[src/rtl/rcc_pkg.sv]
package rcc_pkg;
    localparam int REG_W  = 32;
    localparam int B_POR  = 31;
    localparam int B_SPOR = 30;
    localparam int B_SXIR = 29;
    localparam int B_BPOR = 28;
    localparam int B_BXIR = 27;

    localparam logic [REG_W-1:0] M_LIVE = 32'hF800_0000;
    localparam logic [REG_W-1:0] M_W1C  = 32'h9800_0000;
    localparam logic [REG_W-1:0] M_W1S  = 32'h6000_0000;
    localparam logic [REG_W-1:0] V_POR  = 32'h8000_0000;

    typedef enum logic [1:0] {
        ST_IDLE  = 2'd0,
        ST_ISSUE = 2'd1,
        ST_AWAIT = 2'd2
    } seq_state_e;

    typedef enum logic {
        RT_EXT     = 1'b0,
        RT_POWERON = 1'b1
    } rst_kind_e;
endpackage

[src/rtl/rcc_decode.sv]
module rcc_decode #(
    parameter int                ADDR_W = 16,
    parameter logic [ADDR_W-1:0] BASE   = 16'hF020
) (
    input  logic [ADDR_W-1:0] addr_i,
    output logic              sel_hi_o
);
    localparam int TAG_LSB = 3;

    logic in_window;

    always_comb begin
        in_window = (addr_i[ADDR_W-1:TAG_LSB] == BASE[ADDR_W-1:TAG_LSB]);
        sel_hi_o  = in_window && addr_i[2];
    end
endmodule

[src/rtl/rcc_counter.sv]
module rcc_counter #(
    parameter int CNT_W = 4
) (
    input  logic clk,
    input  logic rst_n,
    input  logic clr_i,
    input  logic inc_i,
    output logic zero_o
);
    localparam logic [CNT_W-1:0] CNT_MAX = {CNT_W{1'b1}};

    logic [CNT_W-1:0] cnt_q;

    always_ff @(posedge clk or negedge rst_n) begin
        if (!rst_n) begin
            cnt_q <= '0;
        end else if (clr_i) begin
            cnt_q <= '0;
        end else if (inc_i && (cnt_q != CNT_MAX)) begin
            cnt_q <= cnt_q + 1'b1;
        end
    end

    always_comb zero_o = (cnt_q == '0);

    // a saturated counter stays saturated unless cleared
    p_saturate_r9: assert property (@(posedge clk) disable iff (!rst_n)
        (cnt_q == CNT_MAX && !clr_i) |=> (cnt_q == CNT_MAX));

    // a soft power-on request leaves the counter at zero
    p_clear_r6: assert property (@(posedge clk) disable iff (!rst_n)
        clr_i |=> zero_o);

    // an event without clear never leaves the counter at zero
    p_count_r8: assert property (@(posedge clk) disable iff (!rst_n)
        (inc_i && !clr_i) |=> !zero_o);
endmodule

[src/rtl/rcc_fsm.sv]
module rcc_fsm
    import rcc_pkg::*;
(
    input  logic clk,
    input  logic rst_n,
    input  logic go_i,
    input  logic kind_i,
    input  logic event_i,
    output logic pulse_o,
    output logic kind_o
);
    seq_state_e state_q, state_d;
    rst_kind_e  kind_q;

    always_comb begin
        state_d = state_q;
        unique case (state_q)
            ST_IDLE: begin
                if (go_i) state_d = ST_ISSUE;
            end
            ST_ISSUE: begin
                if (event_i) state_d = ST_IDLE;
                else         state_d = ST_AWAIT;
            end
            ST_AWAIT: begin
                if (event_i) state_d = ST_IDLE;
            end
            default: state_d = ST_IDLE;
        endcase
    end

    always_ff @(posedge clk or negedge rst_n) begin
        if (!rst_n) begin
            state_q <= ST_IDLE;
            kind_q  <= RT_EXT;
        end else begin
            state_q <= state_d;
            if (state_q == ST_IDLE && go_i) begin
                kind_q <= kind_i ? RT_POWERON : RT_EXT;
            end
        end
    end

    always_comb begin
        pulse_o = (state_q == ST_ISSUE);
        kind_o  = (kind_q == RT_POWERON);
    end

    // the request pulse lasts exactly one cycle
    p_single_pulse_r12: assert property (@(posedge clk) disable iff (!rst_n)
        pulse_o |=> !pulse_o);

    // the type output holds outside the idle state
    p_type_hold_r11: assert property (@(posedge clk) disable iff (!rst_n)
        (state_q != ST_IDLE) |=> $stable(kind_o));

    // a request accepted in idle is issued at the next edge
    p_accept_r11: assert property (@(posedge clk) disable iff (!rst_n)
        (state_q == ST_IDLE && go_i) |=> pulse_o);
endmodule

[src/rtl/rcc_reset_cause.sv]
module rcc_reset_cause
    import rcc_pkg::*;
#(
    parameter int                ADDR_W = 16,
    parameter logic [ADDR_W-1:0] BASE   = 16'hF020,
    parameter int                CNT_W  = 4
) (
    input  logic              clk,
    input  logic              rst_n,
    input  logic [ADDR_W-1:0] reg_addr_i,
    input  logic              reg_wr_i,
    input  logic [31:0]       reg_wdata_i,
    output logic [31:0]       reg_rdata_o,
    input  logic              btn_por_i,
    input  logic              btn_xir_i,
    input  logic              rst_event_i,
    output logic              rst_req_o,
    output logic              rst_type_o
);
    logic              sel_hi;
    logic              wr_hit;
    logic [REG_W-1:0]  wv;
    logic              soft_por;
    logic              soft_xir;
    logic              cnt_zero;
    logic [REG_W-1:0]  cause_q, cause_d;

    rcc_decode #(.ADDR_W(ADDR_W), .BASE(BASE)) u_decode (
        .addr_i   (reg_addr_i),
        .sel_hi_o (sel_hi)
    );

    always_comb begin
        wr_hit   = reg_wr_i && sel_hi;
        wv       = reg_wdata_i & M_LIVE;
        soft_por = wr_hit && wv[B_SPOR];
        soft_xir = wr_hit && wv[B_SXIR];
    end

    rcc_counter #(.CNT_W(CNT_W)) u_counter (
        .clk    (clk),
        .rst_n  (rst_n),
        .clr_i  (soft_por),
        .inc_i  (rst_event_i),
        .zero_o (cnt_zero)
    );

    rcc_fsm u_fsm (
        .clk     (clk),
        .rst_n   (rst_n),
        .go_i    (soft_por || soft_xir),
        .kind_i  (soft_por),
        .event_i (rst_event_i),
        .pulse_o (rst_req_o),
        .kind_o  (rst_type_o)
    );

    always_comb begin
        cause_d = (rst_event_i && cnt_zero) ? V_POR : cause_q;
        if (wr_hit) begin
            cause_d = (cause_d & ~(wv & M_W1C)) | (wv & M_W1S);
        end
        if (btn_por_i) cause_d[B_BPOR] = 1'b1;
        if (btn_xir_i) cause_d[B_BXIR] = 1'b1;
    end

    always_ff @(posedge clk or negedge rst_n) begin
        if (!rst_n) cause_q <= '0;
        else        cause_q <= cause_d;
    end

    always_comb reg_rdata_o = sel_hi ? cause_q : '0;

    // first event after power-on or soft power-on reloads the power-on cause only
    p_por_load_r8: assert property (@(posedge clk) disable iff (!rst_n)
        (rst_event_i && cnt_zero && !wr_hit && !btn_por_i && !btn_xir_i)
        |=> (cause_q == V_POR));

    // button events win over a same-cycle clear
    p_bpor_set_r10: assert property (@(posedge clk) disable iff (!rst_n)
        btn_por_i |=> cause_q[B_BPOR]);
    p_bxir_set_r10: assert property (@(posedge clk) disable iff (!rst_n)
        btn_xir_i |=> cause_q[B_BXIR]);

    // soft bits survive everything except a reset event
    p_soft_sticky_r5: assert property (@(posedge clk) disable iff (!rst_n)
        (cause_q[B_SPOR] && !rst_event_i) |=> cause_q[B_SPOR]);

    // unused bits never become set
    p_unused_zero_r3: assert property (@(posedge clk) disable iff (!rst_n)
        (cause_q & ~M_LIVE) == '0);
endmodule

[config.mk]
export PLATFORM = sky130hd
export DESIGN_NAME = rcc_reset_cause
export DESIGN_NICKNAME = d
export VERILOG_FILES = /design/src/rtl/rcc_pkg.sv /design/src/rtl/rcc_decode.sv /design/src/rtl/rcc_counter.sv /design/src/rtl/rcc_fsm.sv /design/src/rtl/rcc_reset_cause.sv
export SDC_FILE = /design/constraint.sdc
export NUM_CORES = 1
export LEC_CHECK = 0
export BUFFER_PORTS_ARGS = -buffer_cell sky130_fd_sc_hd__buf_2
export CAP_MARGIN = 20
export CORE_MARGIN = 2
export CORE_UTILIZATION = 37
export CTS_CLUSTER_SIZE = 25
export DETAILED_ROUTE_END_ITERATION = 8
export HOLD_SLACK_MARGIN = 0.1
export PLACE_DENSITY = 0.83
export SLEW_MARGIN = 10
export SYNTH_ARGS = -nofsm -noshare
export SYNTH_HDL_FRONTEND = slang
export SYNTH_SLANG_ARGS = --single-unit
[constraint.sdc]
create_clock -name clk -period 3.2 [get_ports clk]
set_input_delay 0.32 -clock clk [delete_from_list [all_inputs] [get_ports clk]]
set_output_delay 0.32 -clock clk [all_outputs]
set_load 0.01 [all_outputs]
-- Word-level counts from Yosys, hierarchy flattened
Cells that the tools add are included.
- bits in registers: 39
- bits in latches: 0
- bits in writable memories: 0
- ROM bits: 0
- input bits: 54
- output and inout port bits: 34
- logic and storage cells: 38
- memories: 0
- add/sub/neg operators: 1
- multiply operators: 0
- div/mod/pow operators: 0
- $lt $le $gt $ge: 0
- equal/unequal tests: 6
- shift-type cells: 0
- mux-type cells: 12
- bitwise gates (word level): 3
- reductions and logical operators: 12
- operator list (operator ; count):
    32-bit two-way mux ; 3
    32-bit AND ; 1
    32-bit inverter ; 1
    32-bit by 31-bit bitwise OR with 32-bit output ; 1
    13-bit equality test, second input constant ; 1
    4-bit two-way mux ; 2
    1-bit logical AND ; 7
    2-bit two-way mux ; 3
    2-bit case mux with 3 select lines ; 1
    4-bit by 1-bit adder with 4-bit output, second input constant ; 1
    4-bit logical NOT ; 1
    4-bit != test, second input constant ; 1
    1-bit two-way mux ; 3
    2-bit by 1-bit equality test with 1-bit output, second input constant ; 1
    2-bit equality test, second input constant ; 1
    2-bit logical NOT ; 1
    2-bit by 1-bit != test with 1-bit output, second input constant ; 1
    2-bit != test, second input constant ; 1
    2-bit AND reduction ; 1
    2-bit nonzero test ; 1
    1-bit logical OR ; 1

-- Logic depth before layout (Yosys ltp)
- depth after elaboration: 7
- gate-level depth with buffers: 5
- mapped depth without buffers: 5

-- Modules after synthesis
Synthesis repeated with hierarchy kept, for this count alone.
- cell total of the unflattened synthesis: 87
- area, all modules: 854.6 um^2
- modules (own cells, without submodules) (module ; times used ; cells each ; area an instance (um^2) ; sequential area each (um^2)):
    rcc_reset_cause ; 1 ; 50 ; 450.4 ; 125.1
    rcc_counter ; 1 ; 24 ; 242.7 ; 100.1
    rcc_fsm ; 1 ; 8 ; 117.6 ; 75.1
    rcc_decode ; 1 ; 5 ; 43.8 ; 0.0

-- Least setup slack after synthesis
No wires, ideal clock.
- path type: input-to-output
- start point: in reg_addr_i[6]
- end point: out reg_rdata_o[27]
- data arrival time: 1509 ps
- data required time: 2880 ps
- slack: 1371 ps
- cell stages on the path: 3
- buffers on the path: 0
- cells stage by stage: or4b_4 -> nor4_1 -> and2_1
- cells in the longest elaborated chain, start to end: 3
- ends and longest elaborated chain (element ; RTL line ; source):
    start, declared ; rcc_reset_cause.sv:10 ; input logic [ADDR_W-1:0] reg_addr_i,
    13-bit equality test ; rcc_decode.sv:13 ; in_window = (addr_i[ADDR_W-1:TAG_LSB] == BASE[ADDR_W-1:TAG_LSB]);
    1-bit logical AND ; rcc_decode.sv:14 ; sel_hi_o = in_window && addr_i[2];
    32-bit two-way mux ; rcc_reset_cause.sv:72 ; always_comb reg_rdata_o = sel_hi ? cause_q : '0;
    end, declared ; rcc_reset_cause.sv:13 ; output logic [31:0] reg_rdata_o,
Every way passes these cells.

-- Worst setup path after layout
- start point: in reg_addr_i[6]
- end point: out reg_rdata_o[31]
Same word-level chain as after synthesis.

==> results.toml <==
[timing]
worst_slew_margin_rel_pct = 64.7
tightest_slew_ns = 0.524
fin_skew_ns = 0.00288
period_minus_slack_ns = 2.14
drv_slew = 0
timing.final.crit_share_pct = 66.8
rsz0062_at_grt = "false"
final_hold_viol_count = 0
tns_ns = 0
fmax_mhz = 468
setup_viol = 0

[setup_path]
cpMostUsedCell = "buf_2"
crit_path_end_kind = "output port"
cp_cell_sequence = "buf_2 > or4b_4 > nor4_1 > and2_1 > buf_2"
arrival_ns = 1.82
required_ns = 2.88
start_kind = "input port"
slowest_delay_ns = 0.55
criticalPathCategory = "input port to output port"
slowest_stage = "or4b_4"
worstPathMaxFanout = 5

[route]
wl_mm = 1.51
via_per_inst = 4.31
drc = 0
vias = 655
first_pass_iters = 2
dr.first_iter.drc_count = 2
postRouteAntennaNets = 0
routedWlPerCell_um = 9.95

[global_routing]
antenna_found_initial = 0
grt_max_degree = 13
gr-total-overflow = 0
track_usage_pct = 11.7
grt_pass1_wl_mm = 2.33
grt_pass1_vias = 611

[die]
die_h_um = 51.9
initial_utilization_pct = 38.7
fp.dieArea_um2 = 2690
coreArea_um2 = 2190
die_w_um = 51.9
num_rows = 17
io_pins = 88

[place]
gp_congestion = 0.691
post_dp_cell_area_um2 = 933
io_buffers = 31
hpwl_mm = 1.27

[clocking]
clock-sinks = 12
cts_resized = 0
cts_root_buffer = "clkbuf_4"
cts_setup_buffers = 0
htreeDepth = 1
cts.path.max_buffers = 2
cts_tree = "yes"
clkTransAtPathRegs_ns = 0.08
numCtsBuffers = 3
insertion_delay_ns = 0.27

[pwr]
ir_drop_uv = 270
p_switching_w = 0.000147
internal_power_w = 0.000304
comb_power_share_pct = 27.0
leakagePower_nw = 0.549
swShare_pct = 32.6
pwr_density_cell_nw_per_um2 = 460
seqPwrFrac_pct = 45.9
clockPowerShare_pct = 27.1

[layout]
final_nets = 181
stdcell_area_um2 = 980
fillers = 218
layout-drive-gt1-share_pct = 31.5
syn2layout_area_growth_pct = 15.5
num_antenna_cells = 0

[synth]
synth_top_area_share_pct = 35.4
synth_most_common_cell = "buf_4"
synth_seq_area_share_pct = 35.4
yosysWarnings = 0
synthFlopType = "dfrtp_1"
yosysTopAreaCell = "dfrtp_1"
synthTopCellsByArea = "dfrtp_1 (35%), buf_4 (24%), and2_1 (3.7%)"
synthCells = 89
synth_area_um2 = 848
syn_area_per_cell_um2 = 9.53
synth.distinct_cells = 29
async_flop_share_pct = 100
ys_ff_latch = 12
ys_top_cells_by_count = "buf_4 (27), dfrtp_1 (12), and2_1 (5), nor2_1 (5)"
synth_edf_count = 0

[flow_run]
max_cap_violations = 0

[outcome]
status = "complete, no violations"

[min_path]
hold_path.class = "input port to register"
## placed cells by master (no fill, tap or decap), drive strengths merged
| cell | n |
|---|---|
| buf | 31 |
| conb | 27 |
| dfrtp | 12 |
| and2 | 6 |
| nor2 | 5 |
| inv | 4 |
| nand3 | 4 |
| nand2 | 4 |
| clkbuf | 4 |
| a31o | 3 |
| or4b | 2 |
| a21oi | 2 |
| xnor2 | 2 |
| ha | 2 |
| nor4 | 2 |
| nand4b | 1 |
| nand2b | 1 |
| nand3b | 1 |
| a21o | 1 |
| a22o | 1 |
| nor2b | 1 |
| a22oi | 1 |
| o211a | 1 |
| and4b | 1 |
| nor3 | 1 |
| and3 | 1 |
| xor2 | 1 |
| a31oi | 1 |
| dlygate4sd3 | 1 |
## timing repair
action                                  4_1_cts  5_1_grt
hold buffers                                  1        0
hold endpoints to repair                     12        0
endpoints found under the setup margin        0        0
## per-layer routing
metal,vias to the layer above,part of all wire [%],GRT usage [%]
li1,316,-,-
met1,297,35,11.1
met2,40,53,23.6
met3,2,10,3.16
met4,0,0.93,3.95
met5,-,0,0
## stage by stage
step | cells | setup slack [ns] | power (W) | utilization (%) | hold slack, ns
final | 152 | 1.06 | 0.000451 | 44.7 | 0.223
after global routing | 152 | 0.900 | 0.000481 | 44.7 | 0.230
after CTS | 152 | 1.01 | 0.000455 | 44.7 | 0.223
after detailed placement | 147 | 1.00 | 0.000330 | 42.6 | 0.213
after global placement | 147 | 1.02 | 0.000322 | 42.6 | 0.203
after floorplan | 115 | 1.37 | 0.000317 | - | 0.0244
## power groups by stage
| stage | sequential (W) | clock, W | combinational, W |
|---|---|---|---|
| after floorplan | 0.000203 | 0 | 0.000114 |
| after global placement | 0.000206 | 0 | 0.000115 |
| after detailed placement | 0.000209 | 0 | 0.000121 |
| after CTS | 0.000207 | 0.000124 | 0.000124 |
| after global routing | 0.000212 | 0.000132 | 0.000137 |
| final | 0.000207 | 0.000122 | 0.000121 |
## state kept, by name, indices dropped and copies added, names as in the netlist
| name | flops |
|---|---|
| u_fsm.state_q | 2 |
| cause_q | 5 |
| u_fsm.kind_o | 1 |
| u_counter.cnt_q | 4 |
## path summary, 6_finish.rpt
| check | start | endpoint | slack [ns] | cells past startpoint |
|---|---|---|---|---|
| min in group asynchronous | rst_n | u_counter.cnt_q[0] | 0.45 | 2 |
| max | reg_addr_i[6] | reg_rdata_o[31] | 1.06 | 5 |
| min | reg_wdata_i[31] | cause_q[31] | 0.22 | 2 |
| max in group asynchronous | rst_n | u_counter.cnt_q[3] | 2.53 | 2 |
| min reg2reg | cause_q[30] | cause_q[30] | 0.48 | 1 |
| max reg2reg | u_counter.cnt_q[0] | cause_q[29] | 2.00 | 4 |
## cell families (layout without fill, tap and decap cells)
logic type,count (synthesis),in the layout,synth area share (%)
AOI/OAI and AO/OA,10,10,9.00
xor gates and xnor gates,3,3,3.10
adders and majority gates,2,2,2.95
buffers and inverters,31,40,25.7
DFF,12,12,35.4
other,1,27,0.442
and+or+nand+nor,30,30,23.5
## layout make-up
| type | count | area, µm² | share of cell area, % |
|---|---|---|---|
| Inverter | 4 | 15.0 | 1.53 |
| Multi-Input combinational cell | 72 | 428 | 43.7 |
| Sequential cell | 12 | 300 | 30.7 |
| Timing Repair Buffer | 32 | 165 | 16.9 |
| Clock buffer | 4 | 36.3 | 3.70 |
| Tap cell | 28 | 35.0 | 3.58 |
## critical path: cells and delay by family
family,cells,cell delay (ns)
buffers and inverters,2,0.22
and+or+nand+nor,3,1.27
Note: power is estimated with default switching activity, not from simulation.
